$ cat src/rtl/refresh_pkg.sv
package refresh_pkg;
  localparam int CW_DIS_BIT  = 0;
  localparam int CW_TOG_BIT  = 1;
  localparam int CW_MODE_LSB = 4;
  localparam int NUM_RANKS   = 2;

  // Right-shift applied to the base interval for a mode code.
  function automatic logic [1:0] rate_shift(input logic [2:0] mode);
    case (mode)
      3'b001:  rate_shift = 2'd1;
      3'b010:  rate_shift = 2'd2;
      default: rate_shift = 2'd0;
    endcase
  endfunction
endpackage

$ cat src/rtl/refresh_shadow.sv
module refresh_shadow #(
  parameter int IVW = 16
) (
  input  logic           clk,
  input  logic           rst_n,
  input  logic [2:0]     stg_mode,
  input  logic [IVW-1:0] stg_ivl,
  input  logic           stg_tog,
  input  logic           mode_ok,
  output logic [2:0]     act_mode,
  output logic [IVW-1:0] act_ivl,
  output logic           init_busy
);
  logic           init_q, init_d;
  logic           tog_q, tog_d;
  logic [2:0]     mode_q, mode_d;
  logic [IVW-1:0] ivl_q, ivl_d;
  logic           load, mode_load;

  always_comb begin
    load      = init_q || (stg_tog != tog_q);
    mode_load = init_q || (load && mode_ok);
    init_d    = 1'b0;
    tog_d     = stg_tog;
    ivl_d     = load ? stg_ivl : ivl_q;
    mode_d    = mode_load ? stg_mode : mode_q;
  end

  always_ff @(posedge clk or negedge rst_n) begin
    if (!rst_n) begin
      init_q <= 1'b1;
      tog_q  <= 1'b0;
      mode_q <= '0;
      ivl_q  <= '0;
    end else begin
      init_q <= init_d;
      tog_q  <= tog_d;
      mode_q <= mode_d;
      ivl_q  <= ivl_d;
    end
  end

  assign act_mode  = mode_q;
  assign act_ivl   = ivl_q;
  assign init_busy = init_q;

  AST_MODE_LOCK: assert property (@(posedge clk) disable iff (!rst_n)
    (!init_q && !mode_ok) |=> $stable(mode_q));
  AST_IVL_HOLD: assert property (@(posedge clk) disable iff (!rst_n)
    (!init_q && (stg_tog == tog_q)) |=> $stable(ivl_q));
endmodule

$ cat src/rtl/refresh_timer.sv
module refresh_timer
  import refresh_pkg::*;
#(
  parameter int IVW = 16
) (
  input  logic           clk,
  input  logic           rst_n,
  input  logic           run,
  input  logic [2:0]     mode,
  input  logic [IVW-1:0] ivl,
  output logic           tick
);
  logic [IVW-1:0] cnt_q, cnt_d;
  logic [IVW-1:0] eff, lim;

  always_comb begin
    eff   = ivl >> rate_shift(mode);
    lim   = (eff == '0) ? IVW'(1) : eff;
    tick  = run && (cnt_q >= lim - IVW'(1));
    cnt_d = cnt_q;
    if (!run)      cnt_d = '0;
    else if (tick) cnt_d = '0;
    else           cnt_d = cnt_q + IVW'(1);
  end

  always_ff @(posedge clk or negedge rst_n) begin
    if (!rst_n) cnt_q <= '0;
    else        cnt_q <= cnt_d;
  end

  AST_TICK_NEEDS_RUN: assert property (@(posedge clk) disable iff (!rst_n)
    tick |-> run);
endmodule

$ cat src/rtl/refresh_pend_ctr.sv
module refresh_pend_ctr #(
  parameter int MAX = 8,
  parameter int CW  = $clog2(MAX + 1)
) (
  input  logic          clk,
  input  logic          rst_n,
  input  logic          tick,
  input  logic          sw,
  input  logic          sw_en,
  input  logic          dec,
  output logic [CW-1:0] cnt,
  output logic [CW-1:0] cnt_nxt,
  output logic          ovf
);
  logic [CW-1:0] cnt_q, cnt_d;
  logic          ovf_q, ovf_d;
  logic          sw_hit, inc, full;

  always_comb begin
    sw_hit = sw && sw_en;
    inc    = tick || sw_hit;
    full   = (cnt_q == CW'(MAX));
    cnt_d  = cnt_q;
    if (inc && !dec && !full) cnt_d = cnt_q + CW'(1);
    else if (dec && !inc)     cnt_d = cnt_q - CW'(1);
    ovf_d = ovf_q || (sw_hit && full && !dec);
  end

  always_ff @(posedge clk or negedge rst_n) begin
    if (!rst_n) begin
      cnt_q <= '0;
      ovf_q <= 1'b0;
    end else begin
      cnt_q <= cnt_d;
      ovf_q <= ovf_d;
    end
  end

  assign cnt     = cnt_q;
  assign cnt_nxt = cnt_d;
  assign ovf     = ovf_q;

  AST_PEND_LIMIT: assert property (@(posedge clk) disable iff (!rst_n)
    cnt_q <= CW'(MAX));
  AST_OVF_STICKY: assert property (@(posedge clk) disable iff (!rst_n)
    ovf_q |=> ovf_q);
  AST_DEC_NONEMPTY: assert property (@(posedge clk) disable iff (!rst_n)
    dec |-> (cnt_q != '0));
endmodule

$ cat src/rtl/refresh_arb.sv
module refresh_arb
  import refresh_pkg::*;
#(
  parameter int CW       = 4,
  parameter int POSTPONE = 4
) (
  input  logic                          clk,
  input  logic                          rst_n,
  input  logic [NUM_RANKS-1:0][CW-1:0]  cnt,
  input  logic [NUM_RANKS-1:0][CW-1:0]  cnt_nxt,
  input  logic                          drain_all,
  input  logic                          grant,
  output logic                          req,
  output logic                          rank,
  output logic [NUM_RANKS-1:0]          dec
);
  logic                 req_q, req_d;
  logic                 rank_q, rank_d;
  logic                 last_q, last_d;
  logic                 hold;
  logic [NUM_RANKS-1:0] elig;

  for (genvar r = 0; r < NUM_RANKS; r++) begin : g_rank
    assign elig[r] = drain_all ? (cnt_nxt[r] != '0) : (cnt_nxt[r] >= CW'(POSTPONE));
    assign dec[r]  = req_q && grant && (rank_q == r[0]);
  end

  always_comb begin
    hold   = req_q && !grant;
    last_d = (req_q && grant) ? rank_q : last_q;
    req_d  = hold || (|elig);
    rank_d = rank_q;
    if (!hold) begin
      if (&elig)        rank_d = ~last_d;
      else if (elig[1]) rank_d = 1'b1;
      else              rank_d = 1'b0;
    end
  end

  always_ff @(posedge clk or negedge rst_n) begin
    if (!rst_n) begin
      req_q  <= 1'b0;
      rank_q <= 1'b0;
      last_q <= 1'b1;
    end else begin
      req_q  <= req_d;
      rank_q <= rank_d;
      last_q <= last_d;
    end
  end

  assign req  = req_q;
  assign rank = rank_q;

  AST_REQ_HOLD: assert property (@(posedge clk) disable iff (!rst_n)
    (req_q && !grant) |=> (req_q && $stable(rank_q)));
  AST_REQ_OWED: assert property (@(posedge clk) disable iff (!rst_n)
    req_q |-> (cnt[rank_q] != '0));
endmodule

$ cat src/rtl/refresh_sched.sv
module refresh_sched
  import refresh_pkg::*;
#(
  parameter int IVW      = 16,
  parameter int PEND_MAX = 8,
  parameter int POSTPONE = 4
) (
  input  logic           clk,
  input  logic           rst_n,
  input  logic [31:0]    ctrl_word,
  input  logic [IVW-1:0] base_interval,
  input  logic           ctrl_in_reset,
  input  logic           in_self_refresh,
  input  logic [1:0]     sw_refresh,
  input  logic           refresh_grant,
  output logic           refresh_req,
  output logic           refresh_rank,
  output logic [1:0]     refresh_overflow,
  output logic [2:0]     active_mode
);
  localparam int CW = $clog2(PEND_MAX + 1);

  logic                         dis;
  logic [2:0]                   act_mode;
  logic [IVW-1:0]               act_ivl;
  logic                         init_busy;
  logic                         tick;
  logic [NUM_RANKS-1:0][CW-1:0] cnt, cnt_nxt;
  logic [NUM_RANKS-1:0]         dec;
  logic                         unused_ctrl_bits;

  assign dis              = ctrl_word[CW_DIS_BIT];
  assign unused_ctrl_bits = ^{ctrl_word[31:7], ctrl_word[3:2]};

  refresh_shadow #(.IVW(IVW)) u_shadow (
    .clk       (clk),
    .rst_n     (rst_n),
    .stg_mode  (ctrl_word[CW_MODE_LSB +: 3]),
    .stg_ivl   (base_interval),
    .stg_tog   (ctrl_word[CW_TOG_BIT]),
    .mode_ok   (ctrl_in_reset || in_self_refresh),
    .act_mode  (act_mode),
    .act_ivl   (act_ivl),
    .init_busy (init_busy)
  );

  refresh_timer #(.IVW(IVW)) u_timer (
    .clk   (clk),
    .rst_n (rst_n),
    .run   (!dis && !init_busy),
    .mode  (act_mode),
    .ivl   (act_ivl),
    .tick  (tick)
  );

  for (genvar r = 0; r < NUM_RANKS; r++) begin : g_pend
    refresh_pend_ctr #(.MAX(PEND_MAX), .CW(CW)) u_ctr (
      .clk     (clk),
      .rst_n   (rst_n),
      .tick    (tick),
      .sw      (sw_refresh[r]),
      .sw_en   (dis),
      .dec     (dec[r]),
      .cnt     (cnt[r]),
      .cnt_nxt (cnt_nxt[r]),
      .ovf     (refresh_overflow[r])
    );
  end

  refresh_arb #(.CW(CW), .POSTPONE(POSTPONE)) u_arb (
    .clk       (clk),
    .rst_n     (rst_n),
    .cnt       (cnt),
    .cnt_nxt   (cnt_nxt),
    .drain_all (dis),
    .grant     (refresh_grant),
    .req       (refresh_req),
    .rank      (refresh_rank),
    .dec       (dec)
  );

  assign active_mode = act_mode;

  AST_GRANT_DRAINS: assert property (@(posedge clk) disable iff (!rst_n)
    (refresh_req && refresh_grant && dis && !(|sw_refresh)) |=>
      (cnt[$past(refresh_rank)] == $past(cnt[refresh_rank]) - CW'(1)));
endmodule

$ cat config.mk
export PLATFORM = sky130hd
export DESIGN_NAME = refresh_sched
export DESIGN_NICKNAME = d
export VERILOG_FILES = /design/src/rtl/refresh_pkg.sv /design/src/rtl/refresh_shadow.sv /design/src/rtl/refresh_timer.sv /design/src/rtl/refresh_pend_ctr.sv /design/src/rtl/refresh_arb.sv /design/src/rtl/refresh_sched.sv
export SDC_FILE = /design/constraint.sdc
export NUM_CORES = 1
export LEC_CHECK = 0
export BUFFER_PORTS_ARGS = -buffer_cell sky130_fd_sc_hd__buf_2
export CELL_PAD_IN_SITES_DETAIL_PLACEMENT = 1
export CELL_PAD_IN_SITES_GLOBAL_PLACEMENT = 2
export CORE_MARGIN = 2
export CORE_UTILIZATION = 35
export CTS_CLUSTER_DIAMETER = 50
export DETAILED_ROUTE_END_ITERATION = 10
export PLACE_DENSITY = 0.91
export SYNTH_ARGS = -nofsm -noshare
export SYNTH_HDL_FRONTEND = slang
export SYNTH_HIERARCHICAL = 1
export SYNTH_SLANG_ARGS = --single-unit
$ cat constraint.sdc
create_clock -name clk -period 7.4 [get_ports clk]
set_input_delay 1.48 -clock clk [delete_from_list [all_inputs] [get_ports clk]]
set_output_delay 1.48 -clock clk [all_outputs]
set_load 0.05 [all_outputs]
==> summary.txt <==
STA
  • Endpoints failing setup: 0
  • Max_slew headroom: 16.8%
  • WHS: 472 ps
  • Fmax: 157 MHz
  • Skew final: 13.3 ps
  • Final period util: 86.3%
  • RSZ-0062 raised after global routing: no
  • Slew at the pin with the worst max-slew slack: 1240 ps
  • Max Slew Vio Count: 0
  • Hold Violations, Final: 0
  • Minimum clock period: 6390 ps
  • TNS Setup: 0 ps

Outcome
  • Outcome: complete, no violations

Clocking
  • Worst-Skew Late Latency: 310 ps
  • CTS Sinks: 50
  • Post-CTS Hold Fix Bufs: 0
  • Clock transition at path regs: 100 ps
  • Deepest clock path buffer count: 2
  • Setup Buffers After CTS: 0
  • H-Tree Depth: 2
  • Cts bufs inserted: 5
  • Root Driver: clkbuf_8
  • Post-CTS sizing: 0
  • CTS tree: yes

Worst setup path
  • Crit path cell chain: nor2b_1 -> a22oi_1 -> o2bb2ai_1 -> or4b_1 -> inv_2 -> a21oi_1 -> ha_1 -> or3b_1 -> nor3_1 -> xor2_1 -> ha_1 -> a21o_1 -> a21oi_1 -> o211a_1 -> o21ai_0 -> and2_1 -> a21o_2 -> nand2_1 -> a22oi_1 -> o2bb2ai_1 -> o21a_1 -> nor3_1 -> nand4b_1
  • CP Capture Type: flop
  • Critical R2R Launch: u_shadow/act_mode[1]$_DFFE_PN0P_
  • R2r setup slk: 1010 ps
  • Arr. time, crit path: 6550 ps
  • Worst path max stage delay: 710 ps
  • Required time worst endpoint: 7570 ps
  • CP Class: flop to flop
  • Top delay family on crit path: simple AND/OR/NAND/NOR gates
  • Worst r2r path cells: 23
  • CP Max Fanout: 19
  • Worst r2r dst: u_arb/req$_DFF_PN0_
  • Critical Path Stages: 23
  • Worst Path Buf+Inv: 1
  • Startpoint Class: flop
  • Slowest stage cell, crit path: dfrtp_1

Worst hold path
  • Hold Startpoint: g_pend[0].u_ctr/ovf$_DFF_PN0_
  • Hold Crit Depth: 2
  • WHS Endpoint: g_pend[0].u_ctr/ovf$_DFF_PN0_
  • Hold WC Path Type: flop to flop

Power and ir drop
  • Worst vdd ir: 160 uV
  • Pwr dens: 237 mW/mm^2
  • Overall Power: 977 uW
  • Leak: 0.00176 uW

Detailed routing
  • DR pass1 iterations: 4
  • Initial DRC Count: 130
  • DR WL/cell: 16.8 um
  • DRT Wirelength: 9.34 mm
  • Drc violations: 0
  • Vias/cell: 5.49
  • Routed via count: 3059
  • Post-route ant nets: 0

Logic synthesis
  • Post-Synth Simple-Gate Area: 22.1%
  • Post-synth net total: 472
  • Complex-gate fraction of the synthesized area: 18.1%
  • Post-synthesis mux area share: 7.31%
  • Cell variety after synth: 76
  • Top FF cell, synth: dfrtp_1
  • Synth Register Bits: 50
  • Syn Area/Cell: 9.45 sq um
  • Mapped Area: 0.00373 sq mm
  • Cells after Synth: 395
  • Synth area leaders: dfrtp_1 (32%), ha_1 (7.4%), mux2_4 (4.0%)
  • Top cell type's share of synthesized area: 32.2%
  • Post-synthesis adder-cell area fraction: 7.37%
  • Xor and xnor area share after synthesis: 7.24%
  • Post-synth EDFFs: 0
  • Largest family of logic cells by synthesized area: simple AND/OR/NAND/NOR gates
  • Synth area leader: dfrtp_1
  • YS warnings: 6
  • Sequential-to-total area share from yosys stat: 33.6%
  • Fraction of registers with async set/reset: 100%

Place
  • Hpwl dp: 6.91 mm
  • Gpl congestion: 0.771
  • IO Port Bufs: 34

Final layout
  • # diodes: 0
  • Share of post-route cells with drive strength above 1: 21.1%
  • Area growth from synthesis to final layout: 10.5%
  • Nets: 497
  • Fill cell count: 1210

Floorplanning
  • Initial Util: 36.2%
  • Die height: 107 um
  • Std cell rows: 37
  • Die Wd: 107 um
  • Die area: 0.0115 sq mm
  • Core area: 0.0103 sq mm
  • Ports: 62

GRT
  • Initial antenna violation count: 0
  • Global-route wire length before repair: 16.5 mm
  • GRT Util Overall: 17.6%
  • GR Overflow Total: 0
  • Largest net degree at the start of global routing: 51
  • Vias in the first global route: 3382

Flow run
  • Max-cap violations: 0
[logic make-up (layout without fill, tap and decap cells)]
group                      count (synthesis)  count (layout)
and+or+nand+nor                          148             148
AOI/OAI and AO/OA                         90              90
DFF                                       50              50
buffers and inverters                     33              59
xor gates and xnor gates                  30              30
adders and majority gates                 22              22
muxes                                     21              21
other                                      1               1
[placed cells by master, fill, tap and decap left out, types with 6 or more instances in the layout]
cell type / count
a21o_1: 7
a21oi_1: 18
a22oi_1: 9
buf_2: 34
clkbuf_8: 6
dfrtp_1: 48
ha_1: 22
inv_1: 14
mux2_2: 10
mux2_4: 10
nand2_1: 31
nand3_1: 14
nor2_1: 39
nor3_1: 7
o21ai_0: 11
xnor2_1: 16
xor2_1: 13
[sequential cells by signal (all words and copies together) (netlist names)]
signal / flops
u_shadow/tog_q: 1
u_shadow/init_busy: 1
u_timer/cnt_q: 16
g_pend.u_ctr/cnt: 8
u_arb/last_q: 1
u_arb/rank: 1
u_shadow/act_ivl: 16
g_pend.u_ctr/ovf: 2
u_arb/req: 1
u_shadow/act_mode: 3
[per-stage QoR]
| stage | instance area, sq um | utilization, % | cells | setup slack [ps] |
|---|---|---|---|---|
| floorplan | 3730 | - | 395 | 1880 |
| global placement | 3980 | 38.6 | 549 | 1300 |
| detailed placement | 3980 | 38.6 | 549 | 1070 |
| CTS | 4130 | 40.0 | 557 | 1020 |
| global route | 4130 | 40.0 | 557 | 522 |
| finish | 4130 | 40.0 | 557 | 1010 |
[power breakdown]
group / leakage (uW) / total [uW] / internal [uW] / switching [uW]
registers: 0.000611 / 381 / 316 / 64.8
clock network: 0.0000714 / 242 / 144 / 97.9
logic: 0.00108 / 354 / 151 / 202
total: 0.00176 / 977 / 612 / 365
[area by class of cell]
type,count,area (sq um),area share [%]
flip-flops and latches,50,1250,30.4
clock buffers,6,82.6,2.00
repair buffers,35,178,4.31
multi-input cells,312,2320,56.3
well taps,136,170,4.12
inverters,16,60.1,1.46
clock inverters,2,60.1,1.46
[worst max-delay path by stage]
| stage | start | end |
|---|---|---|
| 6_report | u_shadow/act_mode[1]$_DFFE_PN0P_ | u_arb/req$_DFF_PN0_ |
| 5_1_grt | u_shadow/act_mode[1]$_DFFE_PN0P_ | u_arb/req$_DFF_PN0_ |
| 4_1_cts | u_shadow/act_mode[1]$_DFFE_PN0P_ | u_arb/req$_DFF_PN0_ |
| 3_5_place_dp | u_shadow/act_mode[1]$_DFFE_PN0P_ | u_arb/req$_DFF_PN0_ |
| 3_3_place_gp | u_shadow/act_mode[1]$_DFFE_PN0P_ | u_arb/req$_DFF_PN0_ |
| 2_1_floorplan | u_shadow/act_mode[0]$_DFFE_PN0P_ | u_arb/req$_DFF_PN0_ |
[worst register-to-register path: stages, from the launching register on]
cell and delay (ps):
dfrtp_1 710, nor2b_1 530, a22oi_1 170, o2bb2ai_1 440
or4b_1 440, inv_2 50, a21oi_1 210, ha_1 250
or3b_1 500, nor3_1 280, xor2_1 190, ha_1 260
a21o_1 160, a21oi_1 220, o211a_1 240, o21ai_0 90
and2_1 260, a21o_2 270, nand2_1 120, a22oi_1 100
o2bb2ai_1 150, o21a_1 200, nor3_1 250, nand4b_1 140
[synthesized netlist by cell type, types with 9 or more instances]
library cell / n
mux2_2: 10
clkbuf_1: 10
mux2_4: 10
o21ai_0: 11
nand3_1: 14
nor2_1: 39
ha_1: 22
xor2_1: 13
nand2_1: 31
a22oi_1: 9
xnor2_1: 16
a21oi_1: 18
inv_1: 14
dfrtp_1: 48
[routing by layer]
layer / GRT usage (%) / part of all wire [%]
met1: 22.4 / 46
met2: 32.1 / 52
met3: 2.06 / 2.1
met4: 3.34 / 0.71
met5: 0 / 0
Power figures use the tool's default switching activity.
